[src/rtl/lwd_pkg.sv]
package lwd_pkg;
   localparam int ATTR_W = 8;

   typedef enum logic [1:0] {
      SRC_CORE     = 2'd0,
      SRC_UPPER    = 2'd1,
      SRC_PREFETCH = 2'd2
   } req_src_e;

   // bit positions of the attribute vector; any set bit blocks merging
   localparam int ATTR_UNCACHED   = 0;
   localparam int ATTR_STRICT     = 1;
   localparam int ATTR_MMREG      = 2;
   localparam int ATTR_PRIV       = 3;
   localparam int ATTR_LLSC       = 4;
   localparam int ATTR_SWAP       = 5;
   localparam int ATTR_SWAP_COND  = 6;
   localparam int ATTR_SECURE     = 7;
endpackage

[src/rtl/lwd_byte_mask.sv]
module lwd_byte_mask #(
   parameter int LINE_BYTES = 64,
   localparam int OFF_W  = $clog2(LINE_BYTES),
   localparam int SIZE_W = OFF_W + 1
) (
   input  logic [OFF_W-1:0]      off_i,
   input  logic [SIZE_W-1:0]     size_i,
   output logic [LINE_BYTES-1:0] mask_o
);
   logic [SIZE_W:0] end_excl;

   // end is one past the last byte; bytes beyond the line simply do not exist
   assign end_excl = {2'b00, off_i} + {1'b0, size_i};

   for (genvar b = 0; b < LINE_BYTES; b++) begin : g_byte
      localparam logic [SIZE_W:0] IDX = (SIZE_W+1)'(b);
      assign mask_o[b] = (IDX >= {2'b00, off_i}) && (IDX < end_excl);
   end
endmodule

[src/rtl/lwd_cover_map.sv]
module lwd_cover_map #(
   parameter int LINE_BYTES = 64
) (
   input  logic                  clk,
   input  logic                  rst_n,
   input  logic                  clear_i,
   input  logic                  set_en_i,
   input  logic [LINE_BYTES-1:0] mask_i,
   output logic [LINE_BYTES-1:0] cov_q_o,
   output logic [LINE_BYTES-1:0] cov_next_o,
   output logic                  all_q_o,
   output logic                  all_next_o,
   output logic                  none_q_o
);
   for (genvar b = 0; b < LINE_BYTES; b++) begin : g_bit
      always_comb begin
         if (clear_i)
            cov_next_o[b] = 1'b0;
         else if (set_en_i && mask_i[b])
            cov_next_o[b] = 1'b1;
         else
            cov_next_o[b] = cov_q_o[b];
      end

      always_ff @(posedge clk or negedge rst_n) begin
         if (!rst_n)
            cov_q_o[b] <= 1'b0;
         else
            cov_q_o[b] <= cov_next_o[b];
      end
   end

   assign all_q_o    = &cov_q_o;
   assign all_next_o = &cov_next_o;
   assign none_q_o   = ~|cov_q_o;
endmodule

[src/rtl/lwd_ctrl.sv]
module lwd_ctrl (
   input  logic clk,
   input  logic rst_n,
   input  logic alloc_i,
   input  logic track_i,
   input  logic mergeable_i,
   input  logic issue_i,
   input  logic all_next_i,
   output logic only_q_o,
   output logic only_next_o,
   output logic issued_q_o
);
   logic issued_next;

   always_comb begin
      if (alloc_i)
         only_next_o = 1'b1;
      else if (track_i && !mergeable_i)
         only_next_o = 1'b0;
      else
         only_next_o = only_q_o;
   end

   // issue samples the post-request value so a same-edge request counts
   always_comb begin
      if (alloc_i)
         issued_next = 1'b0;
      else if (issue_i)
         issued_next = only_next_o && all_next_i;
      else
         issued_next = issued_q_o;
   end

   always_ff @(posedge clk or negedge rst_n) begin
      if (!rst_n) begin
         only_q_o   <= 1'b1;
         issued_q_o <= 1'b0;
      end else begin
         only_q_o   <= only_next_o;
         issued_q_o <= issued_next;
      end
   end
endmodule

[src/rtl/fullline_write_detect.sv]
module fullline_write_detect #(
   parameter int LINE_BYTES = 64,
   parameter int ADDR_W     = 32,
   localparam int OFF_W     = $clog2(LINE_BYTES),
   localparam int SIZE_W    = OFF_W + 1
) (
   input  logic                      clk,
   input  logic                      rst_n,
   input  logic                      alloc_i,
   input  logic [ADDR_W-1:0]         alloc_addr_i,
   input  logic                      req_valid_i,
   input  logic                      req_write_i,
   input  logic [ADDR_W-1:0]         req_addr_i,
   input  logic [SIZE_W-1:0]         req_size_i,
   input  logic [1:0]                req_src_i,
   input  logic [lwd_pkg::ATTR_W-1:0] req_attr_i,
   input  logic                      issue_i,
   output logic [ADDR_W-1:0]         line_addr_o,
   output logic                      full_write_o,
   output logic                      issued_full_write_o,
   output logic                      clean_o
);
   import lwd_pkg::*;

   initial begin
      assert (LINE_BYTES >= 2 && (LINE_BYTES & (LINE_BYTES - 1)) == 0)
         else $error("LINE_BYTES must be a power of two of at least 2");
      assert (ADDR_W > OFF_W)
         else $error("ADDR_W must exceed the offset width");
   end

   logic [LINE_BYTES-1:0] mask, cov_q, cov_next;
   logic all_q, all_next, none_q;
   logic only_q, only_next;
   logic frozen, track, mergeable, set_en;

   assign frozen    = only_q && all_q;
   assign track     = req_valid_i && !alloc_i && !frozen &&
                      (req_src_i != SRC_PREFETCH);
   assign mergeable = req_write_i && (req_attr_i == '0);
   assign set_en    = track && mergeable && only_q;

   lwd_byte_mask #(.LINE_BYTES(LINE_BYTES)) u_mask (
      .off_i  (req_addr_i[OFF_W-1:0]),
      .size_i (req_size_i),
      .mask_o (mask)
   );

   lwd_cover_map #(.LINE_BYTES(LINE_BYTES)) u_map (
      .clk        (clk),
      .rst_n      (rst_n),
      .clear_i    (alloc_i),
      .set_en_i   (set_en),
      .mask_i     (mask),
      .cov_q_o    (cov_q),
      .cov_next_o (cov_next),
      .all_q_o    (all_q),
      .all_next_o (all_next),
      .none_q_o   (none_q)
   );

   lwd_ctrl u_ctrl (
      .clk         (clk),
      .rst_n       (rst_n),
      .alloc_i     (alloc_i),
      .track_i     (track),
      .mergeable_i (mergeable),
      .issue_i     (issue_i),
      .all_next_i  (all_next),
      .only_q_o    (only_q),
      .only_next_o (only_next),
      .issued_q_o  (issued_full_write_o)
   );

   always_ff @(posedge clk or negedge rst_n) begin
      if (!rst_n)
         line_addr_o <= '0;
      else if (alloc_i)
         line_addr_o <= {alloc_addr_i[ADDR_W-1:OFF_W], {OFF_W{1'b0}}};
   end

   assign full_write_o = frozen;
   assign clean_o      = only_q && none_q;
endmodule

[config.mk]
export PLATFORM = sky130hd
export DESIGN_NAME = fullline_write_detect
export DESIGN_NICKNAME = d
export VERILOG_FILES = /design/src/rtl/lwd_pkg.sv /design/src/rtl/lwd_byte_mask.sv /design/src/rtl/lwd_cover_map.sv /design/src/rtl/lwd_ctrl.sv /design/src/rtl/fullline_write_detect.sv
export SDC_FILE = /design/constraint.sdc
export NUM_CORES = 1
export LEC_CHECK = 0
export BUFFER_PORTS_ARGS = -buffer_cell sky130_fd_sc_hd__buf_2
export CAP_MARGIN = 15
export CORE_MARGIN = 2
export CORE_UTILIZATION = 50
export CTS_CLUSTER_DIAMETER = 150
export DETAILED_ROUTE_END_ITERATION = 7
export GPL_TIMING_DRIVEN = 1
export MAX_ROUTING_LAYER = met4
export PLACE_DENSITY = 0.8
export SYNTH_ARGS = -nofsm -noshare
export SYNTH_HDL_FRONTEND = slang
export SYNTH_SLANG_ARGS = --single-unit
[constraint.sdc]
create_clock -name clk -period 2.7 [get_ports clk]
set_input_delay 0.27 -clock clk [delete_from_list [all_inputs] [get_ports clk]]
set_output_delay 0.27 -clock clk [all_outputs]
set_load 0.02 [all_outputs]
### Yosys cells after proc, flatten, opt, wreduce, memory -nomap -nowiden

Cells that the tools add are included.

* output and inout bits: 35
* logic and storage cells: 474
* input port bits: 87
* register bits: 92

* magnitude comparators: 127
* equal/unequal tests: 1
* mux-type cells: 132
* reductions and logical operators: 146
* add/subtract/negate cells: 1

Operators with widths (number)
* $lt A6 B8 Y1 const A: 32
* $ge A6 B6 Y1 const A: 31
* $logic_and A1 B1 Y1: 137
* $mux W1: 132
* $lt A5 B8 Y1 const A: 16
* $reduce_and A64 Y1: 2
* $ge A5 B6 Y1 const A: 16
* $lt A4 B8 Y1 const A: 8
* $reduce_or A64 Y1: 1
* $ge A4 B6 Y1 const A: 8
* $lt A3 B8 Y1 const A: 4
* $ge A3 B6 Y1 const A: 4
* $lt A1 B8 Y1 const A: 2
* $lt A2 B8 Y1 const A: 2
* $ge A1 B6 Y1 const A: 2
* $ge A2 B6 Y1 const A: 2
* $add A6 B7 Y8: 1
* $logic_not A8 Y1: 1
* $logic_not A1 Y1: 4
* $ne A2 B2 Y1 const B: 1
* $reduce_bool A2 Y1: 1

### Longest topological paths before layout

Gate-level depths: netlist of run 1.

* depth after elaboration: 14
* mapped depth: 13
* gate-level depth less buffers: 11

### By module

From an unflattened synthesis of run 1, not the netlist that was laid out.

* cell total of the unflattened synthesis: 625
* area total of the unflattened synthesis: 5730.5 µm²

By module, submodules not included
* lwd_cover_map: instances 1, sequential area each 1601.5 µm², cells an instance 299, area each 2790.2 µm²
* lwd_byte_mask: instances 1, sequential area each 0.0 µm², cells an instance 245, area each 1666.6 µm²
* fullline_write_detect: instances 1, sequential area each 650.6 µm², cells an instance 74, area each 1186.1 µm²
* lwd_ctrl: instances 1, sequential area each 51.3 µm², cells an instance 7, area each 87.6 µm²

### Worst setup path before layout of run 1

Ideal clock, no wire load.

* kind: input port to flip-flop
* from: in req_addr_i[0]
* to: reg u_ctrl.issued_q_o
* arrival time: 2.891 ns
* slack: -0.267 ns
* data required time: 2.624 ns
* library setup time: 0.076 ns
* path buffers: 2
* stages on the path: 13
* path through: ha_1 fa_1 a211oi_2 or3b_1 and2_1 buf_2 buf_1 a211oi_1 o31ai_1 o2111ai_1 nor4_1 nand4_1 o21ai_1

* word-level cells in the longest chain between the ends: 10
* elaborated cells between the ends (all ways): 387
* classes of those cells: add/sub: 1; order compare: 127; mux: 130; reduce/logical: 129

RTL lines
* start, declared: line fullline_write_detect.sv:13 `input logic [ADDR_W-1:0] req_addr_i,`
* $add A6 B7 Y8: line lwd_byte_mask.sv:13 `assign end_excl = {2'b00, off_i} + {1'b0, size_i};`
* $lt A1 B8 Y1, or another cell as far along: line lwd_byte_mask.sv:17 `assign mask_o[b] = (IDX >= {2'b00, off_i}) && (IDX < end_excl);`
* $logic_and A1 B1 Y1: line lwd_byte_mask.sv:17
* $logic_and A1 B1 Y1: line lwd_cover_map.sv:19 `else if (set_en_i && mask_i[b])`
* $mux W1: line lwd_cover_map.sv:19
* $mux W1: line lwd_cover_map.sv:17 `if (clear_i)`
* $reduce_and A64 Y1 *: line lwd_cover_map.sv:34 `assign all_next_o = &cov_next_o;`
* $logic_and A1 B1 Y1 *: line lwd_ctrl.sv:29 `issued_next = only_next_o && all_next_i;`
* $mux W1 *: line lwd_ctrl.sv:28 `else if (issue_i)`
* $mux W1 *: line lwd_ctrl.sv:26 `if (alloc_i)`
* end signal, assigned: line lwd_ctrl.sv:40 `issued_q_o <= issued_next;`
* end, declared: line lwd_ctrl.sv:11 `output logic issued_q_o`

Mark *: on every way between the ends. The rest lies on a longest branch, timed or not. The select of a mux whose other input is x is not followed.
A chain may end at the register's enable or synchronous reset.

### Final worst setup path of run 1

* from: reg u_ctrl.only_q_o
* to: reg u_ctrl.issued_q_o

* word-level cells in the longest chain between the ends: 13
* elaborated cells between the ends (all ways): 205
* classes of those cells: mux: 132; reduce/logical: 73

RTL lines
* start, declared: line lwd_ctrl.sv:9 `output logic only_q_o,`
* start signal, assigned: line lwd_ctrl.sv:39 `only_q_o <= only_next_o;`
* $logic_and A1 B1 Y1: line fullline_write_detect.sv:37 `assign frozen = only_q && all_q;`
* $logic_not A1 Y1: line fullline_write_detect.sv:38 `assign track = req_valid_i && !alloc_i && !frozen &&`
* $logic_and A1 B1 Y1 (2 in a row): line fullline_write_detect.sv:38
* $logic_and A1 B1 Y1 (2 in a row): line fullline_write_detect.sv:41 `assign set_en = track && mergeable && only_q;`
* $logic_and A1 B1 Y1: line lwd_cover_map.sv:19
* $mux W1: line lwd_cover_map.sv:19
* $mux W1: line lwd_cover_map.sv:17
* $reduce_and A64 Y1: line lwd_cover_map.sv:34
* $logic_and A1 B1 Y1 *: line lwd_ctrl.sv:29
* $mux W1 *: line lwd_ctrl.sv:28
* $mux W1 *: line lwd_ctrl.sv:26

Marked as above.

==> results of run 1 <==
-- through the flow --
| stage | hold slack, ns | total power, mW | instances |
|---|---|---|---|
| after CTS | 0.1413 | 3.888 | 1090 |
| after floorplan | -0.02559 | 1.959 | 640 |
| after global placement | 0.3199 | 2.390 | 1053 |
| after detailed placement | 0.3241 | 2.413 | 1053 |
| after global routing | 0.1400 | 4.077 | 1104 |
| final | 0.1480 | 3.976 | 1104 |
-- metal layers --
layer | routed length (µm) | up-vias | share of wire
met4 | 2464 | 0 | 0.085
met5 | 0 | - | 0
met3 | 3864 | 234 | 0.13
li1 | - | 3089 | -
met2 | 12570 | 712 | 0.43
met1 | 10250 | 3506 | 0.35
-- worst max-delay path: stages, from the launching register on --
cell,delay (ns)
dfstp_2,0.55
nor4b_4,0.20
nand4b_1,0.23
nor2_4,0.21
buf_4,0.15
o21ai_4,0.08
buf_4,0.17
a2111oi_2,0.37
buf_4,0.21
o22ai_2,0.08
nor4_4,0.39
nand4_1,0.17
o21ai_1,0.15
-- kinds of logic (layout without fill, tap and decap cells) --
family / Yosys count / after routing / share of synthesized area
other: 1 / 6 / 0.0006470
and+or+nand+nor: 264 / 264 / 0.2563
adders and majority gates: 7 / 7 / 0.01641
AOI/OAI and AO/OA: 169 / 169 / 0.2178
buffers and inverters: 74 / 395 / 0.05786
muxes: 26 / 26 / 0.05052
xor gates and xnor gates: 2 / 2 / 0.003023
DFF: 92 / 92 / 0.3975
-- state kept, by name, indices dropped and copies added, names as in the netlist --
name,cells
u_ctrl.only_q_o,1
line_addr_o,26
u_map.cov_q_o,64
u_ctrl.issued_q_o,1
-- synth_stat cells (all sizes together) (3+ instances only) --
library cell	number	area, µm²
a2111oi	15	136.4
a211o	6	52.55
a211oi	10	85.08
a21o	3	22.52
a21oi	22	110.1
a31oi	8	50.05
and2	33	206.5
and4	4	35.03
buf	18	125.1
clkbuf	21	78.83
dfrtp	91	2277
ha	6	75.07
inv	33	123.9
mux2	26	292.8
nand2	37	138.9
nand2b	3	18.77
nand3	14	70.07
nand4	41	256.5
nor2	51	203.9
nor3	13	80.08
nor4	49	321.6
nor4b	5	50.04
o2111ai	3	26.28
o211ai	5	42.54
o21a	15	112.6
o21ai	32	171.4
o22ai	5	31.28
o31ai	9	67.56
o41ai	18	187.7
or3	4	25.02
-- how the worst max path moves through the flow --
stage	start	end	slack, ns
2_1_floorplan	req_addr_i[0]	u_ctrl.issued_q_o	0.01
3_3_place_gp	req_addr_i[0]	u_ctrl.issued_q_o	-0.88
3_5_place_dp	req_addr_i[0]	u_ctrl.issued_q_o	-1.04
4_1_cts	req_addr_i[2]	u_ctrl.issued_q_o	-0.24
5_1_grt	u_ctrl.only_q_o	u_ctrl.issued_q_o	-0.47
6_report	u_ctrl.only_q_o	u_ctrl.issued_q_o	-0.33
-- where the power goes --
| part | internal [mW] | switching (mW) |
|---|---|---|
| clock network | 0.765 | 0.594 |
| registers | 1.42 | 0.0229 |
| logic | 0.468 | 0.709 |
| total | 2.65 | 1.33 |
-- repair_timing --
item / 4_1_cts / 5_1_grt
hold endpoints to repair: 47 / 0
pin swaps: 36 / 38
buffers inserted: 23 / 16
endpoints found under the setup margin: 33 / 34
resized for setup: 95 / 60
cloned: 1 / 0
hold buffers: 1 / 0
-- layout make-up --
cell class,instances,area (µm²)
Clock buffer,10,239.0
Clock inverter,6,80.08
Fill cell,665,1834
Inverter,35,131.4
Multi-Input combinational cell,474,4008
Sequential cell,92,2305
Tap cell,143,178.9
Timing Repair Buffer,344,2594
==> qor.yml, run 1 <==
ys.flop_type: "dfrtp_1"
hpwl_mm: 21.24
path_max_fanout: 4
avgSynthCellArea_um2: 9.127
cp.required_ns: 2.98
remaining_drc_errors: 0
violations: "negative setup slack"
ys_ff_latch: 92
wl_per_cell_um: 26.40
gp_congestion: 1.133
pre_cts_ws_ns: -1.037
wl_mm: 29.15
cts_sinks: 92
die_h_um: 111.7
ys_async_sr_fraction: 1.000
overflow: 0
period_needed_ns: 3.029
worst_pin_slew_ns: 0.6897
tritoncts: "done"
grt_use_total: 0.4669
yosys.cell_types.count: 74
ant_nets: 0
end_kind: "flop"
cp.arrival_ns: 3.31
min-delay-start: "alloc_addr_i[16]"
insertion_delay_ns: 0.35
clockBufferDepth: 2
synth-edff-count: 0
grt_pass1_vias: 7342
status: "complete, but fails checks"
met1_usage: 0.5829
core_um2: 11370
drtPass1Iterations: 6
netlist_instances: 635
peakVddDrop_uv: 529.1
rr_startpoint: "u_ctrl.only_q_o"
fmax_mhz: 330.2
hold_path_end: "line_addr_o[16]"
maxSlewHeadroom: 0.5393
start_util: 0.5097
finClkSkew_ns: 0.01388
maxCapViolCount: 0
syn_to_final_growth_pct: 64.53
place_area_um2: 8021
gr-usage-met3: 0.1214
seq_area_frac_synth: 0.3975
grt_max_degree: 52
row_count: 39
tns_ns: -0.4478
r2r_cells: 12
grt_pass1_wl_mm: 42.99
htreeDepth: 3
layout_setup_ws_ns: -0.3286
hold_depth: 2
globalRoute.busiestLayer: "met2"
antenna_found_initial: 0
mostFrequentLayoutCells: "buf_4, dfrtp_1, buf_2"
finalSetupViolations: 5
clk_pin_slew_ns: 0.07
power_density_nw_per_um2: 417.0
io_buffers: 83
hold_path_class: "input pin to flop"
post-route-period-util: 1.122
nets: 1050
report.final.hold_viol_count: 0
vias: 7541
fin_util: 0.8387
r2r_slack_ns: -0.33
drt_iter0_markers: 1278
critical_path_class: "flop to flop"
p_leak_nw: 4.364
start_kind: "flop"
cts_buffers: 9
cts.root.buffer_cell: "clkbuf_16"
drv_slew: 0
grt_util_met2: 0.6917
stdcell_area_um2: 9535
die-area_um2: 12470
r2r-end: "u_ctrl.issued_q_o"
vias_per_cell: 6.831
netlist_area_um2: 5796
drive_above_1_share: 0.5047
final_common_cell: "buf_4"
yosysWarnings: 0
die_w_um: 111.7
n_antenna_cell: 0
ios: 122
rsz0062_at_grt: "yes"
Note: power is estimated with default switching activity, not from simulation.
==> run 2, diff against run 1 <==
--- a/config.mk
+++ b/config.mk
@@ -13,7 +13,7 @@
 export DETAILED_ROUTE_END_ITERATION = 7
 export GPL_TIMING_DRIVEN = 1
 export MAX_ROUTING_LAYER = met4
-export PLACE_DENSITY = 0.8
+export PLACE_DENSITY = 0.87
 export SYNTH_ARGS = -nofsm -noshare
 export SYNTH_HDL_FRONTEND = slang
 export SYNTH_SLANG_ARGS = --single-unit
==> qor.yml, run 2 (synthesis gave the netlist of run 1 again) <==
status: "complete, but fails checks"
violations: "negative setup slack"
hpwl_mm: 20.40  # -4.0%
overflow: 0  # unchanged
peakVddDrop_uv: 538.9  # +1.8%
syn_to_final_growth_pct: 63.49
drive_above_1_share: 0.5021  # -0.002586
wl_per_cell_um: 26.21  # -0.72%
clk_pin_slew_ns: 0.07  # about the same
report.final.hold_viol_count: 0  # unchanged
clockBufferDepth: 2  # unchanged
start_util: 0.5097  # unchanged
cp.arrival_ns: 3.27  # -0.04 ns
maxCapViolCount: 0  # unchanged
grt_max_degree: 93  # +79%
top_register: "u_map.cov_q_o"
path_max_fanout: 3  # -1
finalSetupViolations: 10  # +5
htreeDepth: 3  # unchanged
ios: 122  # unchanged
vias: 7413  # -1.7%
cts.root.buffer_cell: "clkbuf_16"
cpPeakStageDelay_ns: 0.54  # about the same
place_area_um2: 8011  # -0.12%
grt_pass1_vias: 7331  # -0.15%
path_buf_inv: 6  # +3
n_antenna_cell: 0  # unchanged
cp.required_ns: 2.95  # -0.03 ns
vias_per_cell: 6.758  # -1.1%
core_um2: 11370  # unchanged
crit_top_cell: "buf_4"
crit_family: "buffers and inverters"
hold_path_class: "input pin to flop"
post-route-period-util: 1.121  # about the same
fin_util: 0.8334  # -0.005283
drt_iter0_markers: 1272  # -0.47%
p_leak_nw: 4.319  # -1.0%
mostFrequentLayoutCells: "buf_4, dfrtp_1, buf_2"
largest_register_ffs: 64  # unchanged
maxSlewHeadroom: 0.5442  # +0.004892
row_count: 39  # unchanged
ant_nets: 0  # unchanged
stdcell_area_um2: 9475  # -0.63%
io_buffers: 83  # unchanged
path_cells: "buf_4 > nand4_1 > nor4_2 > buf_4 > nand4_1 > o211ai_1 > buf_4 > a2111oi_1 > buf_4 > o21ai_1 > buf_4 > nor4_2 > buf_4 > nand4_1 > o21ai_1"
nets: 1044  # -0.57%
grt_pass1_wl_mm: 42.49  # -1.2%
drtPass1Iterations: 6  # unchanged
slowest_stage: "dfstp_2"
gp_congestion: 1.087  # -4.1%
wl_mm: 28.76  # -1.3%
die-area_um2: 12470  # unchanged
largestRegisters: "u_map.cov_q_o x64, line_addr_o x26"
die_h_um: 111.7  # unchanged
cts_buffers: 9  # unchanged
grt_use_total: 0.4610  # -0.005808
r2r_slack_ns: -0.33  # about the same
final_common_cell: "buf_4"
remaining_drc_errors: 0  # unchanged
rsz0062_at_grt: "yes"
insertion_delay_ns: 0.36  # about the same
end_kind: "flop"
drv_slew: 0  # unchanged
start_kind: "flop"
critical_path_class: "flop to flop"
worst_pin_slew_ns: 0.6775  # -0.01226 ns
antenna_found_initial: 0  # unchanged
cts_sinks: 92  # unchanged
power_density_nw_per_um2: 427.0  # +2.4%
tritoncts: "done"
period_needed_ns: 3.026  # -0.002101 ns
die_w_um: 111.7  # unchanged
finClkSkew_ns: 0.01245  # -0.001437 ns
fmax_mhz: 330.4  # about the same
layout_setup_ws_ns: -0.3265  # +0.002101 ns
-- run 2: cell types whose count changed in the layout (fill, tap and decap cells not counted), sizes merged --
cell,previous run,this run
bufinv,1,2
clkinvlp,1,2
inv,36,35
clkbuf,12,11
clkinv,3,2
buf,341,335
-- run 2: worst reg2reg max path: stages (launching register included) --
cell	delay (ns)
dfstp_2	0.54
buf_4	0.12
nand4_1	0.08
nor4_2	0.25
buf_4	0.16
nand4_1	0.20
o211ai_1	0.30
buf_4	0.21
a2111oi_1	0.07
buf_4	0.18
o21ai_1	0.23
buf_4	0.19
nor4_2	0.05
buf_4	0.14
nand4_1	0.12
o21ai_1	0.08
-- run 2: repair_timing --
| action | in CTS | in global routing |
|---|---|---|
| gates cloned | 1 | 2 |
| pin swaps | 30 | 30 |
| hold buffers | 0 | 1 |
| hold endpoints to repair | 0 | 17 |
| resized for setup | 97 | 49 |
| buffers inserted | 15 | 12 |
| endpoints found under the setup margin | 8 | 37 |
-- run 2: layout make-up --
type                    count  area, µm²
repair buffers            338       2579
clock inverters             6      95.09
well taps                 143      178.9
multi-input cells         474       3963
fillers                   660       1894
clock buffers               9      225.2
inverters                  35      131.4
flip-flops and latches     92       2303
-- run 2: worst paths after layout --
path / end / from / cells after the start
worst max-delay path: u_ctrl.issued_q_o / u_ctrl.only_q_o / 15
worst min-delay path: line_addr_o[6] / alloc_addr_i[6] / 2
worst max register to register: u_ctrl.issued_q_o / u_ctrl.only_q_o / 15
worst min register to register: line_addr_o[25] / line_addr_o[25] / 1
max in group asynchronous: u_ctrl.only_q_o / rst_n / 3
min in group asynchronous: u_map.cov_q_o[20] / rst_n / 2
-- run 2: layer usage --
layer | vias up | wire length, µm | track usage
met5 | - | 0 | -
met4 | 0 | 2146 | 0.2420
met3 | 203 | 3606 | 0.1263
met2 | 588 | 12610 | 0.6796
met1 | 3542 | 10390 | 0.5808
li1 | 3080 | - | -
-- run 2: through the flow --
stage               setup slack, ns  TNS [ns]  hold WS, ns  instances  total power, mW
floorplan                  0.009530         0     -0.02559        640            1.959
global placement             -1.093    -6.611       0.4837       1055            2.375
detailed placement           -1.063    -8.503       0.4904       1055            2.399
CTS                         -0.2192   -0.3307       0.1372       1086            3.901
global route                -0.3982    -2.070       0.1440       1097            4.140
finish                      -0.3265   -0.6384       0.1386       1097            4.046
-- run 2: report_power, final --
group          total (mW)  switching (mW)  internal [mW]  leakage (nW)
registers            1.44          0.0217           1.42          1.22
clock network        1.41           0.591          0.816         0.150
logic                1.20           0.709          0.490          2.95
==> run 3, diff against run 2 <==
--- a/config.mk
+++ b/config.mk
@@ -5,15 +5,16 @@
 export SDC_FILE = /design/constraint.sdc
 export NUM_CORES = 1
 export LEC_CHECK = 0
+export ABC_AREA = 1
 export BUFFER_PORTS_ARGS = -buffer_cell sky130_fd_sc_hd__buf_2
 export CAP_MARGIN = 15
 export CORE_MARGIN = 2
-export CORE_UTILIZATION = 50
+export CORE_UTILIZATION = 56
 export CTS_CLUSTER_DIAMETER = 150
 export DETAILED_ROUTE_END_ITERATION = 7
 export GPL_TIMING_DRIVEN = 1
 export MAX_ROUTING_LAYER = met4
-export PLACE_DENSITY = 0.87
+export PLACE_DENSITY = 0.91
 export SYNTH_ARGS = -nofsm -noshare
 export SYNTH_HDL_FRONTEND = slang
 export SYNTH_SLANG_ARGS = --single-unit
==> constraint.sdc (replaced) <==
create_clock -name clk -period 3.3 [get_ports clk]
set_input_delay 0.33 -clock clk [delete_from_list [all_inputs] [get_ports clk]]
set_output_delay 0.33 -clock clk [all_outputs]
set_load 0.02 [all_outputs]
==> qor.yml, run 3 <==
ys_async_sr_fraction: 1.000  # unchanged
drtPass1Iterations: 6  # unchanged
syn_to_final_growth_pct: 12.68
tritoncts: "done"
path_cells: "inv_1 > nor4_1 > nand2_1 > nor4_1 > nand4_1 > nor2_1 > buf_2"
grt_use_total: 0.3379  # -0.1232
start_kind: "flop"
slowest_stage: "nor4_1"
layout_setup_ws_ns: 0.2672  # +0.5937 ns
power_density_nw_per_um2: 371.6  # -13%
antenna_found_initial: 0  # unchanged
post-route-period-util: 0.9190
report.final.hold_viol_count: 0  # unchanged
crit_top_cell: "nor4_1"
place_area_um2: 6591  # -18%
cts_buffers: 9  # unchanged
critical_path_class: "flop to output port"
pre_cts_ws_ns: 0.08979  # +1.153 ns
synth_most_common_cell: "nand2_1"
internal_power_mw: 1.698  # -38%
largest_register_ffs: 64  # unchanged
maxCapViolCount: 0  # unchanged
vias_per_cell: 5.680  # -16%
fin_util: 0.6550  # -0.1783
seq_area_frac_synth: 0.3821  # -0.01534
gp_congestion: 1.072  # -1.4%
hold_path_class: "input pin to asynchronous set/reset pin"
multi_input_area_um2: 3025  # -24%
power_mw: 2.524  # -38%
start_util: 0.5813  # +0.07158
finClkSkew_ns: 0.01120  # -0.001247 ns
row_count: 37  # -5.1%
die_h_um: 107.8  # -3.5%
cpPeakStageDelay_ns: 0.59  # +0.05 ns
seqCellArea_um2: 2303  # unchanged
cts_sinks: 92  # unchanged
synth-edff-count: 0  # unchanged
yosys.cell_types.count: 39  # -47%
nets: 1097  # +5.1%
fillers: 945  # +43%
swShare: 0.3272  # +0.0005238
ys_ff_latch: 92  # unchanged
vias: 6498  # -12%
n_antenna_cell: 0  # unchanged
insertion_delay_ns: 0.36  # about the same
cp.required_ns: 2.97  # +0.02 ns
ant_nets: 0  # unchanged
overflow: 0  # unchanged
post_cts_buffers: 0  # -15
io_buffers: 83  # unchanged
grt_pass1_vias: 5947  # -19%
path_buf_inv: 2  # -4
p_clk_frac: 0.306  # -0.042
cts.hold.buffers_added: 0  # unchanged
ys.flop_type: "dfrtp_1"
clk_pin_slew_ns: 0.09  # +0.02 ns
yosysWarnings: 0  # unchanged
peakVddDrop_uv: 271.2  # -50%
hpwl_mm: 13.90  # -32%
remaining_drc_errors: 0  # unchanged
wl_mm: 18.54  # -36%
clockBufferDepth: 2  # unchanged
ios: 122  # unchanged
avgSynthCellArea_um2: 6.538  # -28%
tns_ns: 0  # +0.6384 ns
p_leak_nw: 3.658  # -15%
cts_resized: 0  # -100%
finalSetupViolations: 0  # -10
netlist_instances: 922  # +45%
mostFrequentLayoutCells: "nand2_1, inv_1, nor2_1"
die_w_um: 107.8  # -3.5%
maxSlewHeadroom: 0.4510  # -0.09314
drt_iter0_markers: 831  # -35%
yosys.area.top_type_share: 0.3778  # -0.01517
drive_above_1_share: 0.1389  # -0.3632
synth_area_leaders: "dfrtp_1, nand2_1, inv_1, nor2_1, nand3_1"
largestRegisters: "u_map.cov_q_o x64, line_addr_o x26"
path_max_fanout: 3  # unchanged
htreeDepth: 3  # unchanged
netlist_area_um2: 6028  # +4.0%
cp.arrival_ns: 2.70  # -0.57 ns
seqPwrFrac: 0.464  # +0.108
die-area_um2: 11610  # -6.9%
comb_power_share: 0.230  # -0.066
crit_family: "simple AND/OR/NAND/NOR gates"
synth_area_leader_cell: "dfrtp_1"
grt_max_degree: 68  # -27%
rsz0062_at_grt: "no"
top_register: "u_map.cov_q_o"
worst_pin_slew_ns: 0.8234  # +0.1460 ns
drv_slew: 0  # unchanged
status: "finished, final reports clean"
period_needed_ns: 3.033
final_common_cell: "nand2_1"
end_kind: "output port"
fmax_mhz: 329.7
wl_per_cell_um: 16.21  # -38%
stdcell_area_um2: 6793  # -28%
cts.root.buffer_cell: "clkbuf_8"
core_um2: 10370  # -8.8%
ys_top_cells_by_count: "nand2_1, inv_1, nor2_1"
grt_pass1_wl_mm: 29.29  # -31%
switchingPower_uw: 825.7  # -38%
-- run 3: changes by cell type after synthesis, sizes merged, moves of 10 or more --
cell     change
nand2      +253
and2        -33
mux2        -26
nand4       -33
a2111oi     -15
nor4        -37
nand3       +62
a211oi      -10
nor2        +82
inv        +101
o21a        -15
o41ai       -18
o21ai       +22
-- run 3: per-stage QoR --
stage	hold slack, ns	instances
2_1_floorplan	0.03441	927
3_3_place_gp	0.4492	1128
3_5_place_dp	0.4539	1128
4_1_cts	0.07259	1144
5_1_grt	0.1257	1144
6_report	0.05052	1144
-- run 3: final cells by class --
| type | instances | area share |
|---|---|---|
| repair buffers | 102 | 0.08436 |
| inverters | 137 | 0.07644 |
| clock buffers | 11 | 0.02081 |
| flip-flops and latches | 92 | 0.3391 |
| multi-input cells | 661 | 0.4454 |
| well taps | 136 | 0.02505 |
| clock inverters | 5 | 0.008841 |
-- run 3: power by group through the flow --
stage          logic, mW  registers, mW  clock network, mW
6_report           0.582           1.17              0.771
2_1_floorplan      0.316           1.23                  0
3_3_place_gp       0.556           1.19                  0
3_5_place_dp       0.561           1.19                  0
5_1_grt            0.634           1.17              0.815
4_1_cts            0.564           1.17              0.778
-- run 3: metal layers --
| metal | vias to the layer above | share of wire | GRT usage |
|---|---|---|---|
| met1 | 2968 | 0.40 | 0.4472 |
| met3 | 82 | 0.10 | 0.06356 |
| met5 | - | 0 | - |
| li1 | 3050 | - | - |
| met2 | 398 | 0.45 | 0.5031 |
| met4 | 0 | 0.048 | 0.1593 |
-- run 3: cells by family after synthesis --
| logic type | after synthesis | synth area share |
|---|---|---|
| buf+inv | 174 | 0.1191 |
| compound gates | 108 | 0.1000 |
| flops | 92 | 0.3821 |
| fa+ha+maj | 7 | 0.01577 |
| other cells | 1 | 0.0006221 |
| simple gates | 540 | 0.3823 |
-- run 3: path summary, 6_finish.rpt --
kind,from,to,slack (ns),cells past startpoint
worst max-delay path,u_ctrl.only_q_o,clean_o,0.27,7
worst min-delay path,rst_n,line_addr_o[19],0.05,1
worst max register to register,u_ctrl.only_q_o,u_ctrl.issued_q_o,0.50,15
worst min register to register,line_addr_o[31],line_addr_o[31],0.47,2
max in group asynchronous,rst_n,u_map.cov_q_o[38],2.52,2
min in group clk,issue_i,u_ctrl.issued_q_o,0.14,2
